[src/rtl/cfgser_pkg.sv]
package cfgser_pkg;

  typedef enum logic [1:0] {
    ST_IDLE,
    ST_PRE,
    ST_WAIT,
    ST_STREAM
  } cfg_state_e;

  localparam int unsigned WORD_W     = 8;
  localparam int unsigned DATA_BIT   = 6;
  localparam int unsigned CLK_BIT    = 0;
  localparam int unsigned RDY_BIT    = 5;
  localparam int unsigned PRE_LEN    = 9;
  localparam int unsigned PRE_HI_LEN = 2;
  localparam logic [WORD_W-1:0] PRE_WORD_HI = 8'h03;
  localparam logic [WORD_W-1:0] PRE_WORD_LO = 8'h01;

  function automatic logic [WORD_W-1:0] bit_word(input logic d, input logic clk_hi);
    logic [WORD_W-1:0] w;
    w = '0;
    w[DATA_BIT] = d;
    w[CLK_BIT]  = clk_hi;
    return w;
  endfunction

endpackage

[src/rtl/cfgser_sync.sv]
module cfgser_sync #(
  parameter int unsigned STAGES = 2
) (
  input  logic clk_i,
  input  logic rst_ni,
  input  logic d_i,
  output logic q_o
);

  logic [STAGES-1:0] ff_q;

  generate
    if (STAGES == 1) begin : g_one
      always_ff @(posedge clk_i or negedge rst_ni) begin
        if (!rst_ni) ff_q <= '0;
        else         ff_q <= d_i;
      end
    end else begin : g_chain
      always_ff @(posedge clk_i or negedge rst_ni) begin
        if (!rst_ni) ff_q <= '0;
        else         ff_q <= {ff_q[STAGES-2:0], d_i};
      end
    end
  endgenerate

  assign q_o = ff_q[STAGES-1];

endmodule

[src/rtl/cfgser_pacer.sv]
module cfgser_pacer #(
  parameter int unsigned DIV_W = 8
) (
  input  logic             clk_i,
  input  logic             rst_ni,
  input  logic             run_i,
  input  logic             avail_i,
  input  logic [DIV_W-1:0] div_i,
  output logic             tick_o
);

  logic [DIV_W-1:0] cnt_q;

  // saturates at div_i while no word is available
  assign tick_o = run_i && avail_i && (cnt_q >= div_i);

  always_ff @(posedge clk_i or negedge rst_ni) begin
    if (!rst_ni)                cnt_q <= '0;
    else if (!run_i || tick_o)  cnt_q <= '0;
    else if (cnt_q < div_i)     cnt_q <= cnt_q + 1'b1;
  end


  min_gap_chk: assert property (@(posedge clk_i) disable iff (!rst_ni)
    (tick_o && (div_i != '0)) |=> !tick_o);

endmodule

[src/rtl/cfgser_unpack.sv]
module cfgser_unpack
  import cfgser_pkg::*;
#(
  parameter int unsigned BYTE_W = 8
) (
  input  logic              clk_i,
  input  logic              rst_ni,
  input  logic              flush_i,
  input  logic              en_i,
  input  logic              in_valid_i,
  input  logic [BYTE_W-1:0] in_data_i,
  input  logic              in_last_i,
  output logic              in_ready_o,
  input  logic              adv_i,
  output logic              word_vld_o,
  output logic [WORD_W-1:0] word_o,
  output logic              word_final_o
);

  localparam int unsigned IDX_W = (BYTE_W > 1) ? $clog2(BYTE_W) : 1;
  localparam logic [IDX_W-1:0] IDX_END = IDX_W'(BYTE_W - 1);

  logic              hold_vld_q, hold_last_q, seen_last_q;
  logic [BYTE_W-1:0] hold_data_q;
  logic              sh_vld_q, sh_last_q, phase_q;
  logic [BYTE_W-1:0] sh_data_q;
  logic [IDX_W-1:0]  idx_q;

  logic accept, end_of_byte, load;

  assign in_ready_o   = en_i && !hold_vld_q && !seen_last_q;
  assign accept       = in_valid_i && in_ready_o;
  assign end_of_byte  = (idx_q == IDX_END) && phase_q;
  assign load         = hold_vld_q && (!sh_vld_q || (adv_i && end_of_byte));

  assign word_vld_o   = sh_vld_q;
  assign word_o       = bit_word(sh_data_q[BYTE_W-1], !phase_q);
  assign word_final_o = sh_vld_q && sh_last_q && end_of_byte;

  always_ff @(posedge clk_i or negedge rst_ni) begin
    if (!rst_ni) begin
      hold_vld_q  <= 1'b0;
      hold_last_q <= 1'b0;
      hold_data_q <= '0;
      seen_last_q <= 1'b0;
    end else if (flush_i) begin
      hold_vld_q  <= 1'b0;
      hold_last_q <= 1'b0;
      seen_last_q <= 1'b0;
    end else if (accept) begin
      hold_vld_q  <= 1'b1;
      hold_data_q <= in_data_i;
      hold_last_q <= in_last_i;
      seen_last_q <= in_last_i;
    end else if (load) begin
      hold_vld_q  <= 1'b0;
    end
  end

  always_ff @(posedge clk_i or negedge rst_ni) begin
    if (!rst_ni) begin
      sh_vld_q  <= 1'b0;
      sh_last_q <= 1'b0;
      sh_data_q <= '0;
      idx_q     <= '0;
      phase_q   <= 1'b0;
    end else if (flush_i) begin
      sh_vld_q  <= 1'b0;
      sh_last_q <= 1'b0;
      idx_q     <= '0;
      phase_q   <= 1'b0;
    end else if (load) begin
      sh_vld_q  <= 1'b1;
      sh_data_q <= hold_data_q;
      sh_last_q <= hold_last_q;
      idx_q     <= '0;
      phase_q   <= 1'b0;
    end else if (adv_i && sh_vld_q) begin
      if (!phase_q) begin
        phase_q <= 1'b1;
      end else begin
        phase_q <= 1'b0;
        if (end_of_byte) begin
          sh_vld_q <= 1'b0;
        end else begin
          idx_q     <= idx_q + 1'b1;
          sh_data_q <= sh_data_q << 1;
        end
      end
    end
  end


  last_blocks_input_chk: assert property (@(posedge clk_i) disable iff (!rst_ni || flush_i)
    (accept && in_last_i) |=> !in_ready_o);


  data_hold_chk: assert property (@(posedge clk_i) disable iff (!rst_ni || flush_i)
    (adv_i && sh_vld_q && !phase_q) |=> (word_o[DATA_BIT] == $past(word_o[DATA_BIT])));

endmodule

[src/rtl/cfg_bitbang_ser.sv]
module cfg_bitbang_ser
  import cfgser_pkg::*;
#(
  parameter int unsigned DIV_W       = 8,
  parameter int unsigned TO_W        = 16,
  parameter int unsigned BYTE_W      = 8,
  parameter int unsigned SYNC_STAGES = 2
) (
  input  logic              clk_i,
  input  logic              rst_ni,
  input  logic              start_i,
  input  logic [DIV_W-1:0]  div_i,
  input  logic [TO_W-1:0]   timeout_i,
  input  logic [7:0]        pins_rd_i,
  input  logic              byte_valid_i,
  input  logic [BYTE_W-1:0] byte_data_i,
  input  logic              byte_last_i,
  output logic              byte_ready_o,
  output logic [7:0]        pin_o,
  output logic              pin_stb_o,
  output logic              busy_o,
  output logic              done_o,
  output logic              err_o
);

  localparam int unsigned PRE_IDX_W = $clog2(PRE_LEN);
  localparam logic [PRE_IDX_W-1:0] PRE_END = PRE_IDX_W'(PRE_LEN - 1);

  cfg_state_e           state_q;
  logic [PRE_IDX_W-1:0] pre_idx_q;
  logic [TO_W-1:0]      wait_cnt_q;

  logic              rdy_s, run, avail, tick, adv, flush;
  logic              word_vld, word_final;
  logic [WORD_W-1:0] word, pre_word;
  logic              unused_pins;

  assign unused_pins = ^pins_rd_i;

  cfgser_sync #(.STAGES(SYNC_STAGES)) u_sync (
    .clk_i  (clk_i),
    .rst_ni (rst_ni),
    .d_i    (pins_rd_i[RDY_BIT]),
    .q_o    (rdy_s)
  );

  assign run   = (state_q == ST_PRE) || (state_q == ST_STREAM);
  assign avail = (state_q == ST_PRE) ? 1'b1 : word_vld;
  assign adv   = tick && (state_q == ST_STREAM);
  assign flush = (state_q == ST_IDLE) && start_i;

  cfgser_pacer #(.DIV_W(DIV_W)) u_pacer (
    .clk_i   (clk_i),
    .rst_ni  (rst_ni),
    .run_i   (run),
    .avail_i (avail),
    .div_i   (div_i),
    .tick_o  (tick)
  );

  cfgser_unpack #(.BYTE_W(BYTE_W)) u_unpack (
    .clk_i        (clk_i),
    .rst_ni       (rst_ni),
    .flush_i      (flush),
    .en_i         (state_q == ST_STREAM),
    .in_valid_i   (byte_valid_i),
    .in_data_i    (byte_data_i),
    .in_last_i    (byte_last_i),
    .in_ready_o   (byte_ready_o),
    .adv_i        (adv),
    .word_vld_o   (word_vld),
    .word_o       (word),
    .word_final_o (word_final)
  );

  assign pre_word = (pre_idx_q < PRE_IDX_W'(PRE_HI_LEN)) ? PRE_WORD_HI : PRE_WORD_LO;

  always_ff @(posedge clk_i or negedge rst_ni) begin
    if (!rst_ni) begin
      pin_o     <= '0;
      pin_stb_o <= 1'b0;
    end else begin
      pin_stb_o <= tick;
      if (tick) pin_o <= (state_q == ST_PRE) ? pre_word : word;
    end
  end

  always_ff @(posedge clk_i or negedge rst_ni) begin
    if (!rst_ni) begin
      state_q    <= ST_IDLE;
      pre_idx_q  <= '0;
      wait_cnt_q <= '0;
      done_o     <= 1'b0;
      err_o      <= 1'b0;
    end else begin
      unique case (state_q)
        ST_IDLE: begin
          if (start_i) begin
            state_q   <= ST_PRE;
            pre_idx_q <= '0;
            done_o    <= 1'b0;
            err_o     <= 1'b0;
          end
        end
        ST_PRE: begin
          if (tick) begin
            if (pre_idx_q == PRE_END) begin
              state_q    <= ST_WAIT;
              wait_cnt_q <= '0;
            end else begin
              pre_idx_q <= pre_idx_q + 1'b1;
            end
          end
        end
        ST_WAIT: begin
          if (rdy_s) begin
            state_q <= ST_STREAM;
          end else if (wait_cnt_q == timeout_i) begin
            err_o   <= 1'b1;
            state_q <= ST_IDLE;
          end else begin
            wait_cnt_q <= wait_cnt_q + 1'b1;
          end
        end
        ST_STREAM: begin
          if (tick && word_final) begin
            done_o  <= 1'b1;
            state_q <= ST_IDLE;
          end
        end
        default: state_q <= ST_IDLE;
      endcase
    end
  end

  assign busy_o = (state_q != ST_IDLE);


  ready_only_streaming_chk: assert property (@(posedge clk_i) disable iff (!rst_ni)
    byte_ready_o |-> (state_q == ST_STREAM));


  done_err_excl_chk: assert property (@(posedge clk_i) disable iff (!rst_ni)
    !(done_o && err_o));


  stb_in_load_chk: assert property (@(posedge clk_i) disable iff (!rst_ni)
    pin_stb_o |-> ($past(state_q) == ST_PRE || $past(state_q) == ST_STREAM));


  err_from_wait_chk: assert property (@(posedge clk_i) disable iff (!rst_ni)
    $rose(err_o) |-> ($past(state_q) == ST_WAIT));


  done_on_clk_low_chk: assert property (@(posedge clk_i) disable iff (!rst_ni)
    $rose(done_o) |-> (pin_stb_o && !pin_o[CLK_BIT]));

endmodule

[config.mk]
export PLATFORM = sky130hd
export DESIGN_NAME = cfg_bitbang_ser
export DESIGN_NICKNAME = d
export VERILOG_FILES = /design/src/rtl/cfgser_pkg.sv /design/src/rtl/cfgser_sync.sv /design/src/rtl/cfgser_pacer.sv /design/src/rtl/cfgser_unpack.sv /design/src/rtl/cfg_bitbang_ser.sv
export SDC_FILE = /design/constraint.sdc
export NUM_CORES = 1
export LEC_CHECK = 0
export BUFFER_PORTS_ARGS = -buffer_cell sky130_fd_sc_hd__buf_2
export CAP_MARGIN = 10
export CORE_UTILIZATION = 44
export CTS_BUF_LIST = sky130_fd_sc_hd__clkbuf_16
export CTS_CLUSTER_SIZE = 14
export DETAILED_ROUTE_END_ITERATION = 10
export HOLD_SLACK_MARGIN = 0.05
export PLACE_DENSITY = 0.65
export SYNTH_ARGS = -nofsm -noshare
export SYNTH_HDL_FRONTEND = slang
export SYNTH_SLANG_ARGS = --single-unit
[constraint.sdc]
create_clock -name clk_i -period 3.47 [get_ports clk_i]
set_input_delay 0.1735 -clock clk_i [delete_from_list [all_inputs] [get_ports clk_i]]
set_output_delay 0.1735 -clock clk_i [all_outputs]
set_load 0.03 [all_outputs]
Yosys cells after proc, flatten, opt, wreduce, memory -nomap -nowiden
Index checks and enable logic that the tools add are counted.
W data, S select, Z words.

operators by class
  multiplexer cells = 52
  add/sub/neg operators = 4
  bitwise gates (word level) = 1
  $lt $le $gt $ge = 3
  reduce and logical (&&, ||, !) cells = 46
  equal/unequal tests = 17

operators by type and width
  operator                 count
  $mux W16                 4
  $mux W8                  6
  $pmux W16 S2             1
  $mux W1                  21
  $reduce_bool A2 Y1       10
  $add A16 B1 Y16 const B  1
  $eq A16 B16 Y1           1
  $ne A2 B2 Y1 const B     8
  $mux W3                  5
  $logic_and A1 B1 Y1      14
  $mux W2                  7
  $mux W4                  3
  $reduce_and A4 Y1        3
  $reduce_bool A3 Y1       4
  $reduce_and A5 Y1        2
  $reduce_and A3 Y1        3
  $add A8 B1 Y8 const B    1
  $ge A8 B8 Y1             1
  $lt A8 B8 Y1             1
  $pmux W2 S4              1
  $pmux W4 S2              1
  $mux W7                  1
  $logic_not A1 Y1         5
  $add A4 B1 Y4 const B    1
  14 further kinds         18

storage, ports and cells
  word-level logic and storage cells = 140
  input bits = 45
  bits in registers = 67
  output and inout port bits = 13

Logic depth before layout (Yosys ltp)
Gate-level depths: netlist of run 1.

  depth in word-level cells = 11
  depth in mapped cells = 10
  mapped depth without buffers = 8

Modules after synthesis
From an unflattened synthesis of run 1, not the netlist that was laid out.

second synthesis, totals
  cells, all modules = 402
  area total of the unflattened synthesis = 3880.0 um^2

by module, submodules not included
  module           area an instance (um^2)  seq. area each (um^2)  times used  cells an instance
  cfg_bitbang_ser  1998.2                   825.8                  1           226
  cfgser_unpack    1151.1                   600.6                  1           100
  cfgser_pacer     680.7                    200.2                  1           74
  cfgser_sync      50.0                     50.0                   1           2

Worst setup path after synthesis of run 1
No wires, ideal clock.

  path type = register to register
  start = reg u_pacer.cnt_q[0]
  end = reg u_unpack.sh_data_q[1]
  cell stages (with the launch flop) = 11
  buffers on the path = 2
  slack = 1.130 ns
  clock period less this slack = 2.340 ns
  data required time = 3.344 ns
  arrival time = 2.214 ns
  setup time = 0.126 ns
  path through = dfrtp_1 > inv_1 > ha_1 > nand2b_1 > a2111oi_2 > o21bai_2 > buf_2 > and4b_1 > buf_2 > and2_1 > a221o_1

between the ends
  longest elaborated chain between the ends = 8
  elaborated cells on any way between the ends = 12
  classes of those cells = 1 x order compare; 1 x eq/ne; 1 x mux; 9 x reduce/logical

RTL lines
  element                                                       line                   text
  from (decl)                                                   cfgser_pacer.sv:12     logic [DIV_W-1:0] cnt_q;
  from (signal assigned)                                        cfgser_pacer.sv:20     else if (cnt_q < div_i) cnt_q <= cnt_q + 1'b1;
  $ge A8 B8 Y1 *                                                cfgser_pacer.sv:15     assign tick_o = run_i && avail_i && (cnt_q >= div_i);
  $logic_and A1 B1 Y1 *                                         cfgser_pacer.sv:15
  $logic_and A1 B1 Y1 *                                         cfg_bitbang_ser.sv:49  assign adv = tick && (state_q == ST_STREAM);
  $logic_and A1 B1 Y1                                           cfgser_unpack.sv:34    assign load = hold_vld_q && (!sh_vld_q || (adv_i && end_of_byte));
  $logic_or A1 B1 Y1                                            cfgser_unpack.sv:34
  $logic_and A1 B1 Y1                                           cfgser_unpack.sv:34
  $ne A2 B2 Y1 (no line) or $reduce_bool A2 Y1 (tied branches)  --
  $reduce_and A4 Y1 (no line)                                   --
  to (signal assigned)                                          cfgser_unpack.sv:74    sh_data_q <= hold_data_q;
  to (signal assigned)                                          cfgser_unpack.sv:87    sh_data_q <= sh_data_q << 1;
  to (decl)                                                     cfgser_unpack.sv:26    logic [BYTE_W-1:0] sh_data_q;

Mark *: on every way between the ends. The rest lies on a longest branch, timed or not.
A chain may end at the register's enable or synchronous reset.

Worst setup path after layout of run 1
  start = reg u_pacer.cnt_q[5]
  end = reg u_unpack.sh_data_q[2]

Same word-level chain as after synthesis.

==> results of run 1 <==
## final cells by class
cell class	instances	share of cell area, %
well taps	99	3.135
multi-input cells	247	41.96
inverters	20	1.900
flip-flops and latches	62	39.27
clock inverters	7	1.457
repair buffers	49	6.586
clock buffers	9	5.700
## worst register-to-register path, cell delays in order, from the launching register on
cell,delay [ns]
dfrtp_1,0.41
ha_1,0.31
nand4_1,0.12
or3_1,0.40
o21bai_2,0.41
a21oi_1,0.11
or3_1,0.53
a221o_1,0.40
## routing by layer
metal / GRT usage (%) / vias to the layer above / wire length, µm
li1: - / 1293 / -
met1: 26.28 / 1274 / 3148
met2: 26.86 / 64 / 3008
met3: 4.986 / 9 / 366
met4: 8.802 / 0 / 101
met5: 0 / - / 0
## where the power goes
group          leakage, nW  switching, W  internal (W)  total [W]
Sequential           0.803      0.000110      0.000825   0.000934
Clock                0.143      0.000298      0.000543   0.000841
Combinational        0.889      0.000306      0.000224   0.000530
Total                 1.83      0.000713       0.00159    0.00230
## kinds of logic after synthesis
kind of cell | count (synthesis)
and+or+nand+nor | 125
DFF | 62
AOI/OAI and AO/OA | 61
buffers and inverters | 37
xor gates and xnor gates | 31
adders and majority gates | 14
muxes | 11
other | 1
## sequential cells by signal, indices dropped and copies added (netlist names)
register / flops
pin_o: 3
pre_idx_q: 4
u_unpack.hold_last_q: 1
wait_cnt_q: 16
u_unpack.idx_q: 3
u_unpack.hold_data_q: 8
u_unpack.word_vld_o: 1
u_unpack.sh_data_q: 8
err_o: 1
u_unpack.phase_q: 1
u_sync.ff_q: 2
done_o: 1
u_pacer.cnt_q: 8
u_unpack.hold_vld_q: 1
state_q: 2
pin_stb_o: 1
u_unpack.sh_last_q: 1
## path summary, 6_finish.rpt
| path | slack, ns | start | end | cells after the start |
|---|---|---|---|---|
| max in group asynchronous | 2.16 | rst_ni | wait_cnt_q[13]$_DFFE_PN0P_ | 3 |
| setup reg to reg | 0.66 | u_pacer.cnt_q[5]$_DFFE_PN0P_ | u_unpack.sh_data_q[2]$_DFFE_PN0P_ | 7 |
| hold reg to reg | 0.35 | u_sync.ff_q[0]$_DFF_PN0_ | u_sync.ff_q[1]$_DFF_PN0_ | 0 |
| hold / removal | 0.08 | byte_data_i[6] | u_unpack.hold_data_q[6]$_DFFE_PN0P_ | 2 |
| min in group asynchronous | 0.43 | rst_ni | wait_cnt_q[9]$_DFFE_PN0P_ | 2 |
| setup / recovery | 0.66 | u_pacer.cnt_q[5]$_DFFE_PN0P_ | u_unpack.sh_data_q[2]$_DFFE_PN0P_ | 7 |
## layout by cell type, fill, tap and decap left out, types with 3 or more instances in the layout
cell type	count
a21o_1	4
a21oi_1	11
a221o_1	7
and2_1	8
and3_1	5
buf_2	45
clkbuf_16	9
conb_1	5
dfrtp_1	62
ha_1	14
inv_1	22
mux2_2	9
nand2_1	20
nand2b_1	5
nand3_1	16
nand4_1	12
nor2_1	32
nor3_1	7
nor4_1	5
o211ai_1	9
o21ai_0	12
o31ai_1	5
or3_1	3
xnor2_1	28
xor2_1	3
## metrics by stage
stage          power, W  instance area (µm²)  util (%)  hold WS, ns
6_report       0.002305                 3951     53.90      0.07818
5_1_grt        0.002451                 3951     53.90      0.07294
4_1_cts        0.002334                 3951     53.90      0.06827
3_5_place_dp   0.001479                 3649     49.77       0.2570
3_3_place_gp   0.001463                 3649     49.77       0.2589
2_1_floorplan  0.001334                 3372         -      -0.1221
## repair_timing
item | in CTS | in global routing
hold endpoints to repair | 30 | 0
hold buffers | 2 | 0
buffers inserted | 0 | 0
==> impl_metrics.tcl, run 1 <==
set metrics [dict create \
    status "finished clean" \
    clk-insertion-delay-late_ns 0.32 \
    hold_class "in2reg" \
    synthTopCellsByArea "dfrtp_1, xnor2_1, ha_1" \
    path_cells "ha_1 -> nand4_1 -> or3_1 -> o21bai_2 -> a21oi_1 -> or3_1 -> a221o_1" \
    vdd_drop_max_v 0.0003497 \
    start_util_pct 45.79 \
    synth_compound_area_share_pct 12.82 \
    synth_edf_count 0 \
    drive_gt1_share_pct 19.04 \
    core-area_um2 7331 \
    cp_slowest_cell "or3_1" \
    fin_crit_sh_pct 81.04 \
    tns_ns 0 \
    n_fill_cell 672 \
    max_stage_delay_ns 0.53 \
    critPathCaptureType "register" \
    power.leakage_nw 1.835 \
    layout.nets 448 \
    critPathMaxFanout 11 \
    yosysTopAreaCell "dfrtp_1" \
    cts_buffers 9 \
    period_needed_ns 2.812 \
    syn-cell-area_um2 3357 \
    crit_type "reg2reg" \
    clockRootBuffer "clkbuf_16" \
    boundaryPins 58 \
    drv_slew 0 \
    die_w_um 89.35 \
    fin_cells 493 \
    die-area_um2 7983 \
    async_reset_ff_share_pct 100.0 \
    drtIter0Drc 103 \
    place.gp.congestion 0.8399 \
    cp_data_arrival_time_ns 3.01 \
    required_ns 3.67 \
    synthMuxAreaShare_pct 3.615 \
    die_h_um 89.35 \
    synth-simple-area-share_pct 19.08 \
    via_per_inst 5.355 \
    grt_antenna_before_repair 0 \
    port-buffer-count 45 \
    register_area_um2 1551 \
    relSlewSlack_pct 53.31 \
    numClockSinks 62 \
    routed_wl_um 6625 \
    row_count 31 \
    grt_max_degree 34 \
    worst_pin_slew_ns 0.7004 \
    place_hpwl_um 4816 \
    synth.most_common_cell "dfrtp_1" \
    grt_overflow 0 \
    finalSetupViolations 0 \
    max_freq_mhz 355.6 \
    routed-via-count 2640 \
    finalHoldViolations 0 \
    syn_area_per_cell_um2 9.816 \
    yosys-top-cells-count "dfrtp_1, nor2_1, xnor2_1" \
    cp_num_buf_inv 0 \
    antenna_cells 0 \
    cts.clk_slew.worst_paths_ns 0.05 \
    drt-wirelength-per-cell_um 13.44 \
    syn_inst 342 \
    cellPowerDensity_nw_per_um2 583.3 \
    netlist.area_leader.share_pct 46.22 \
    yosysSeqAreaShare_pct 46.22 \
    yosysWarnings 0 \
    rsz0062_at_grt "no" \
    synth_fa_ha_area_share_pct 5.218 \
    ctsResizeCount 0 \
    fin_ws_ns 0.6580 \
    cap_violations 0 \
    post-place-ws_ns 0.6703 \
    ant_nets 0 \
    multiInputGateArea_um2 1658 \
    synth.distinct_cells 47 \
    synth_top_family_by_area "simple AND/OR/NAND/NOR gates" \
    crit_family "simple AND/OR/NAND/NOR gates" \
    place_inst 475 \
    clockBufferDepth 2 \
    remaining_drc_errors 0 \
    ys_ff_latch 62 \
    synth_flop_cell "dfrtp_1" \
    cts_tree "built" \
    start_kind "register" \
    clock_skew_ns 0.003156 \
    grt.total_usage_pct 18.71 \
    grt_pass1_vias 2391 \
    drtPass1Iterations 4 \
    cts_max_level 3 \
    syn_to_final_growth_pct 17.70 \
    synth_xor_xnor_area_share_pct 8.088 \
    path_common_cell "or3_1" \
    grt_pass1_wl_um 11150 \
]
Note: power is estimated with default switching activity, not from simulation.
==> run 2, diff against run 1 <==
--- a/config.mk
+++ b/config.mk
@@ -5,6 +5,7 @@
 export SDC_FILE = /design/constraint.sdc
 export NUM_CORES = 1
 export LEC_CHECK = 0
+export ABC_AREA = 1
 export BUFFER_PORTS_ARGS = -buffer_cell sky130_fd_sc_hd__buf_2
 export CAP_MARGIN = 10
 export CORE_UTILIZATION = 44
@@ -12,7 +13,6 @@
 export CTS_CLUSTER_SIZE = 14
 export DETAILED_ROUTE_END_ITERATION = 10
 export HOLD_SLACK_MARGIN = 0.05
-export PLACE_DENSITY = 0.65
 export SYNTH_ARGS = -nofsm -noshare
 export SYNTH_HDL_FRONTEND = slang
 export SYNTH_SLANG_ARGS = --single-unit
==> constraint.sdc (replaced) <==
create_clock -name clk_i -period 2.7 [get_ports clk_i]
set_input_delay 0.135 -clock clk_i [delete_from_list [all_inputs] [get_ports clk_i]]
set_output_delay 0.135 -clock clk_i [all_outputs]
set_load 0.03 [all_outputs]
==> run 2 against run 1 <==
Compared with the run above: sequential share of layout area down 4.2 points; core utilization down 0.10 points; first-iteration DRC count up 23%; global-route usage up 0.44 points; worst hold slack worse by 0.014 ns; final cell count up 28%; design area up 12%; synthesized area up 11%; fmax up 26%; wire length up 13%; via count up 16%; critical path type unchanged; critical endpoint is now wait_cnt_q[15]$_DFFE_PN0P_.
==> impl_metrics.tcl, run 2 <==
set metrics [dict create \
    status "finished clean" \
    netlist.area_leader.share_pct 41.61 \
    ys_ff_latch 62 \
    cts_buffers 9 \
    clock_skew_ns 0.007905 \
    cp_slowest_cell "dfrtp_1" \
    grt_pass1_vias 2990 \
    final_common_cell "nand2_1" \
    worst_pin_slew_ns 0.8421 \
    die_h_um 94.06 \
    syn-cell-area_um2 3729 \
    cts.repair_timing.setup_buffer_count 0 \
    swShare_pct 37.40 \
    cts_tree "built" \
    hold_class "in2reg" \
    clockBufferDepth 2 \
    holdBufCountCts 9 \
    p_clk_share_pct 31.5 \
    cellPowerDensity_nw_per_um2 856.6 \
    max_stage_delay_ns 0.45 \
    port-buffer-count 45 \
    n_fill_cell 792 \
    cp_data_arrival_time_ns 2.47 \
    drtPass1Iterations 5 \
    grtUsageMet1_pct 24.68 \
    core-area_um2 8217 \
    relSlewSlack_pct 43.86 \
    max_flop_register "wait_cnt_q" \
    crit_type "reg2reg" \
    finalSetupViolations 0 \
    async_reset_ff_share_pct 100.0 \
    fin_ws_ns 0.4634 \
    path_common_cell "nand2_1" \
    remaining_drc_errors 0 \
    top_usage_layer "met2" \
    seqPwrFrac_pct 35.8 \
    yosysTopAreaCell "dfrtp_1" \
    drv_slew 0 \
    critPathCaptureType "register" \
    yosysSeqAreaShare_pct 41.61 \
    start_util_pct 45.38 \
    p_sw_w 0.001416 \
    clk-insertion-delay-late_ns 0.32 \
    required_ns 2.94 \
    grt_pass1_wl_um 13080 \
    numClockSinks 62 \
    antenna_cells 0 \
    grtUsageMet3_pct 3.964 \
    power.leakage_nw 2.222 \
    start_kind "register" \
    die_w_um 94.06 \
    post-place-ws_ns 0.4607 \
    place.gp.congestion 0.8391 \
    synthTopCellsByArea "dfrtp_1, nand2_1, xor2_1" \
    synth.distinct_cells 39 \
    routed_wl_um 7478 \
    ctsResizeCount 0 \
    cap_violations 0 \
    grt_max_degree 39 \
    routed-via-count 3071 \
    drt-wirelength-per-cell_um 11.89 \
    synth_edf_count 0 \
    critPathLaunch "u_pacer.cnt_q[3]$_DFFE_PN0P_" \
    tns_ns 0 \
    internal_power_w 0.002370 \
    vdd_drop_max_v 0.0003681 \
    use_met2_pct 31.63 \
    grt_overflow 0 \
    power_frac_comb_pct 32.7 \
    layout.nets 579 \
    boundaryPins 58 \
    synth.most_common_cell "nand2_1" \
    synth_flop_cell "dfrtp_1" \
    clockRootBuffer "clkbuf_16" \
    yosys-top-cells-count "nand2_1, dfrtp_1, nor2_1" \
    syn_to_final_growth_pct 18.56 \
    cts_max_level 3 \
    drtIter0Drc 127 \
    die-area_um2 8846 \
    syn_inst 462 \
    place_hpwl_um 5525 \
    via_per_inst 4.882 \
    grt_antenna_before_repair 0 \
    rsz0062_at_grt "no" \
    drive_gt1_share_pct 18.32 \
    cts.clk_slew.worst_paths_ns 0.05 \
    largest_reg_flops 16 \
    row_count 33 \
    hp-start "byte_data_i[7]" \
    finalHoldViolations 0 \
    period_needed_ns 2.237 \
    ff2ff_setup_slack_ns 0.46 \
    grt.total_usage_pct 19.15 \
    path_cells "ha_1 -> nand2_1 -> inv_1 -> nand2_1 -> nand2_1 -> nand2_1 -> nand3_1 -> nand2_4 -> o21ai_2 -> nand3_4 -> inv_4 -> nand2_1 -> o21ai_1" \
    ant_nets 0 \
    yosysWarnings 0 \
    final_cell_mix "nand2_1, dfrtp_1, buf_2, nor2_1, inv_1" \
    r2r_start "u_pacer.cnt_q[3]$_DFFE_PN0P_" \
    fin_crit_sh_pct 82.84 \
    max_freq_mhz 447.1 \
    critPathMaxFanout 18 \
    syn_area_per_cell_um2 8.071 \
]
## run 2: cell types whose count changed in the layout (fill, tap and decap cells not counted), sizes merged, moves of 6 or more
cell / previous run / this run
o21ai: 14 / 22
xor2: 3 / 23
a221o: 7 / 0
and2: 8 / 0
nand4: 12 / 6
xnor2: 28 / 10
inv: 22 / 51
nand2: 20 / 141
nor2: 32 / 49
dlygate4sd3: 2 / 9
o211ai: 9 / 0
nand3: 16 / 29
## run 2: routing by layer
| metal | up-vias | wire length [µm] |
|---|---|---|
| met4 | 0 | 75 |
| met1 | 1426 | 3617 |
| met3 | 6 | 215 |
| met5 | - | 0 |
| met2 | 58 | 3570 |
| li1 | 1581 | - |
## run 2: final timing paths
kind,to,depth (start not counted)
max,wait_cnt_q[15]$_DFFE_PN0P_,13
min,u_unpack.hold_data_q[7]$_DFFE_PN0P_,2
max reg2reg,wait_cnt_q[15]$_DFFE_PN0P_,13
min reg2reg,u_sync.ff_q[1]$_DFF_PN0_,0
max in group asynchronous,u_pacer.cnt_q[5]$_DFFE_PN0P_,3
min in group asynchronous,pre_idx_q[0]$_DFFE_PN0P_,2
## run 2: kinds of logic (layout without fill, tap and decap cells)
logic type                 Yosys count  in the layout  share of synthesized area, %
and+or+nand+nor                    241            241                         29.46
buffers and inverters               64            122                         7.584
DFF                                 62             62                         41.61
AOI/OAI and AO/OA                   39             39                         6.376
xor gates and xnor gates            33             33                         7.751
adders and majority gates           14             14                         4.698
muxes                                8              8                         2.416
other                                1              5                        0.1006
## run 2: power by group through the flow
| stage | logic, W | clock network, W | registers (W) |
|---|---|---|---|
| finish | 0.00124 | 0.00119 | 0.00135 |
| global route | 0.00141 | 0.00126 | 0.00138 |
| CTS | 0.00126 | 0.00121 | 0.00135 |
| detailed placement | 0.00124 | 0 | 0.00137 |
| global placement | 0.00121 | 0 | 0.00136 |
| floorplan | 0.000983 | 0 | 0.00135 |
## run 2: cell type report
cell class / instances / area (µm²) / area share [%]
clock buffer: 9 / 225.2 / 5.095
clock inverter: 6 / 78.83 / 1.783
inverter: 51 / 193.9 / 4.387
multi-input combinational: 340 / 1909 / 43.19
sequential: 62 / 1551 / 35.10
tap: 105 / 131.4 / 2.972
timing repair buffer: 56 / 330.3 / 7.472
## run 2: critical path, delay by kind of cell, from the launching register on
kind                     cells  cell delay [ns]
flip-flops                   1             0.45
AND/OR/NAND/NOR              8             0.78
adder cells (fa/ha/maj)      1             0.33
buffers and inverters        2             0.28
AO/OA/AOI/OAI                2             0.30
## run 2: per-stage QoR
stage	power, W	std cells	instance area, µm²	utilization [%]	hold WS, ns
2_1_floorplan	0.002328	466	3744	-	-0.1606
3_3_place_gp	0.002575	605	4026	49.00	0.2548
3_5_place_dp	0.002609	605	4026	49.00	0.2493
4_1_cts	0.003818	629	4420	53.80	0.05747
5_1_grt	0.004051	629	4420	53.80	0.06541
6_report	0.003787	629	4420	53.80	0.06431
==> run 3, diff against run 2 <==
--- a/config.mk
+++ b/config.mk
@@ -13,6 +13,7 @@
 export CTS_CLUSTER_SIZE = 14
 export DETAILED_ROUTE_END_ITERATION = 10
 export HOLD_SLACK_MARGIN = 0.05
+export PLACE_DENSITY = 0.67
 export SYNTH_ARGS = -nofsm -noshare
 export SYNTH_HDL_FRONTEND = slang
 export SYNTH_SLANG_ARGS = --single-unit
==> constraint.sdc (replaced) <==
create_clock -name clk_i -period 1.8 [get_ports clk_i]
set_input_delay 0.09 -clock clk_i [delete_from_list [all_inputs] [get_ports clk_i]]
set_output_delay 0.09 -clock clk_i [all_outputs]
set_load 0.03 [all_outputs]
==> run 3 against run 2 <==
Compared with the run above: the run now ends with negative setup slack left; core utilization is 6.3 points higher; clock power is 50% higher; combinational power is 100% higher; sequential power is 48% higher; clock skew hardly changed; clock-buffer cell count stayed put; global-route usage is 1.5 points higher; largest cell class unchanged.
==> impl_metrics.tcl, run 3 (synthesized netlist as in run 2, its figures left out) <==
set metrics [dict create \
    layout.nets 618 \
    grt_max_degree 63 \
    hold_class "in2reg" \
    cts.clk_slew.worst_paths_ns 0.05 \
    tns_ns -6.643 \
    drtPass1Iterations 4 \
    die_w_um 94.06 \
    status "complete, but fails checks" \
    largest_reg_flops 16 \
    swShare_pct 37.56 \
    rsz0062_at_grt "yes" \
    numClockSinks 62 \
    period_needed_ns 2.012 \
    hp-start "start_i" \
    p_clk_share_pct 28.2 \
    cap_violations 0 \
    antenna_cells 0 \
    clockRootBuffer "clkbuf_16" \
    port-buffer-count 45 \
    routed_wl_um 8195 \
    drive_gt1_share_pct 27.71 \
    start_kind "register" \
    seqPwrFrac_pct 31.7 \
    cp_data_arrival_time_ns 2.28 \
    crit_family "simple AND/OR/NAND/NOR gates" \
    cp_slowest_cell "dfrtp_1" \
    clk-insertion-delay-late_ns 0.33 \
    path_cells "ha_4 -> nand2_2 -> nor2_4 -> nand4_1 -> nand3_2 -> nand4_1 -> nand2_2 -> nand2_8 -> a21oi_4 -> nand2_1 -> nand2_1" \
    hold_path_end "u_unpack.hold_last_q$_DFFE_PN0P_" \
    r2r-end "u_unpack.sh_data_q[3]$_DFFE_PN0P_" \
    syn_to_final_growth_pct 32.42 \
    via_per_inst 4.828 \
    multiInputGateArea_um2 2079 \
    fin_crit_sh_pct 111.8 \
    vdd_drop_max_v 0.0009701 \
    cellPowerDensity_nw_per_um2 1278 \
    core-area_um2 8217 \
    required_ns 2.07 \
    place_area_um2 4230 \
    violations "negative setup slack" \
    remaining_drc_errors 0 \
    max_stage_delay_ns 0.41 \
    whs_path_depth 4 \
    grt.total_usage_pct 20.66 \
    grt_pass1_vias 3164 \
    max_freq_mhz 497.0 \
    drv_slew 0 \
    boundaryPins 58 \
    cp_num_buf_inv 0 \
    drt-wirelength-per-cell_um 12.27 \
    final_common_cell "nand2_1" \
    grt_pass1_wl_um 14040 \
    die-area_um2 8846 \
    final_core_util_pct 60.09 \
    power_frac_comb_pct 40.2 \
    n_fill_cell 689 \
    clock_skew_ns 0.008315 \
    clockBufferDepth 2 \
    grt_overflow 0 \
    fin_ws_ns -0.2121 \
    critPathMaxFanout 7 \
    r2r_start "u_pacer.cnt_q[5]$_DFFE_PN0P_" \
    place.gp.congestion 0.8531 \
    place_hpwl_um 5495 \
    ff2ff_setup_slack_ns -0.21 \
    max_flop_register "wait_cnt_q" \
    internal_power_w 0.003939 \
    worstSetupPathDepth 11 \
    p_sw_w 0.002370 \
    final_area_um2 4937 \
    hold_ws_ns 0.1792 \
    post-place-ws_ns -0.2580 \
    cts_tree "built" \
    routed-via-count 3225 \
    final_cell_mix "nand2_1, dfrtp_1, buf_2, inv_1, nor2_1" \
    cts_max_level 3 \
    crit_type "reg2reg" \
    power.leakage_nw 2.458 \
    die_h_um 94.06 \
    start_util_pct 45.38 \
    finalSetupViolations 47 \
    cts_buffers 9 \
    critPathCaptureType "register" \
    row_count 33 \
    drtIter0Drc 170 \
    register_area_um2 1551 \
    grt_antenna_before_repair 0 \
    finalHoldViolations 0 \
    ant_nets 0 \
    reg2reg_depth 11 \
]
==> run 3: power by group through the flow <==
| stage | Combinational [W] | Clock, W | Sequential (W) |
|---|---|---|---|
| finish | 0.00253 | 0.00178 | 0.00200 |
| global route | 0.00279 | 0.00186 | 0.00204 |
| CTS | 0.00247 | 0.00180 | 0.00200 |
| detailed placement | 0.00211 | 0 | 0.00202 |
| global placement | 0.00207 | 0 | 0.00201 |
| floorplan | 0.00149 | 0 | 0.00202 |
==> run 3: worst register-to-register path, stage by stage (launching register included) <==
cell     delay, ns
dfrtp_1       0.41
ha_4          0.29
nand2_2       0.06
nor2_4        0.14
nand4_1       0.12
nand3_2       0.14
nand4_1       0.13
nand2_2       0.17
nand2_8       0.10
a21oi_4       0.25
nand2_1       0.09
nand2_1       0.06
==> run 3: per-stage QoR <==
stage | power [W] | instances
floorplan | 0.003514 | 466
global placement | 0.004085 | 627
detailed placement | 0.004139 | 627
CTS | 0.006272 | 668
global route | 0.006689 | 668
finish | 0.006309 | 668
==> run 3: routing by layer <==
layer	track usage, %	wire length, µm	vias up	share of wire (%)
li1	-	-	1662	-
met1	25.95	3759	1487	46
met2	34.91	4044	62	49
met3	4.369	233	14	2.8
met4	7.436	157	0	1.9
met5	0	0	-	0
==> run 3: cell type report <==
cell class                      instances  share of cell area (%)
Sequential cell                        62                   31.42
Clock inverter                          6                   1.597
Timing Repair Buffer                   93                   13.36
Inverter                               51                   4.283
Tap cell                              105                   2.661
Multi-Input combinational cell        342                   42.12
Clock buffer                            9                   4.562
==> run 3: repair_timing <==
| action | 4_1_cts | 5_1_grt |
|---|---|---|
| gates resized for setup | 36 | 4 |
| endpoints found under the hold margin | 72 | 0 |
| setup endpoints to repair | 43 | 47 |
| buffers inserted | 11 | 0 |
| hold buffers | 12 | 0 |
| pin swaps | 18 | 4 |
| cloned | 3 | 0 |
==> run 3: worst max path at each step <==
stage                                       startpoint                                 to
final                     u_pacer.cnt_q[5]$_DFFE_PN0P_  u_unpack.sh_data_q[3]$_DFFE_PN0P_
after global routing      u_pacer.cnt_q[3]$_DFFE_PN0P_  u_unpack.sh_data_q[3]$_DFFE_PN0P_
after CTS                 u_pacer.cnt_q[5]$_DFFE_PN0P_  u_unpack.sh_data_q[1]$_DFFE_PN0P_
after detailed placement  u_pacer.cnt_q[7]$_DFFE_PN0P_  u_unpack.sh_data_q[3]$_DFFE_PN0P_
after global placement    u_pacer.cnt_q[7]$_DFFE_PN0P_       u_pacer.cnt_q[2]$_DFFE_PN0P_
after floorplan           u_pacer.cnt_q[3]$_DFFE_PN0P_       u_pacer.cnt_q[7]$_DFFE_PN0P_
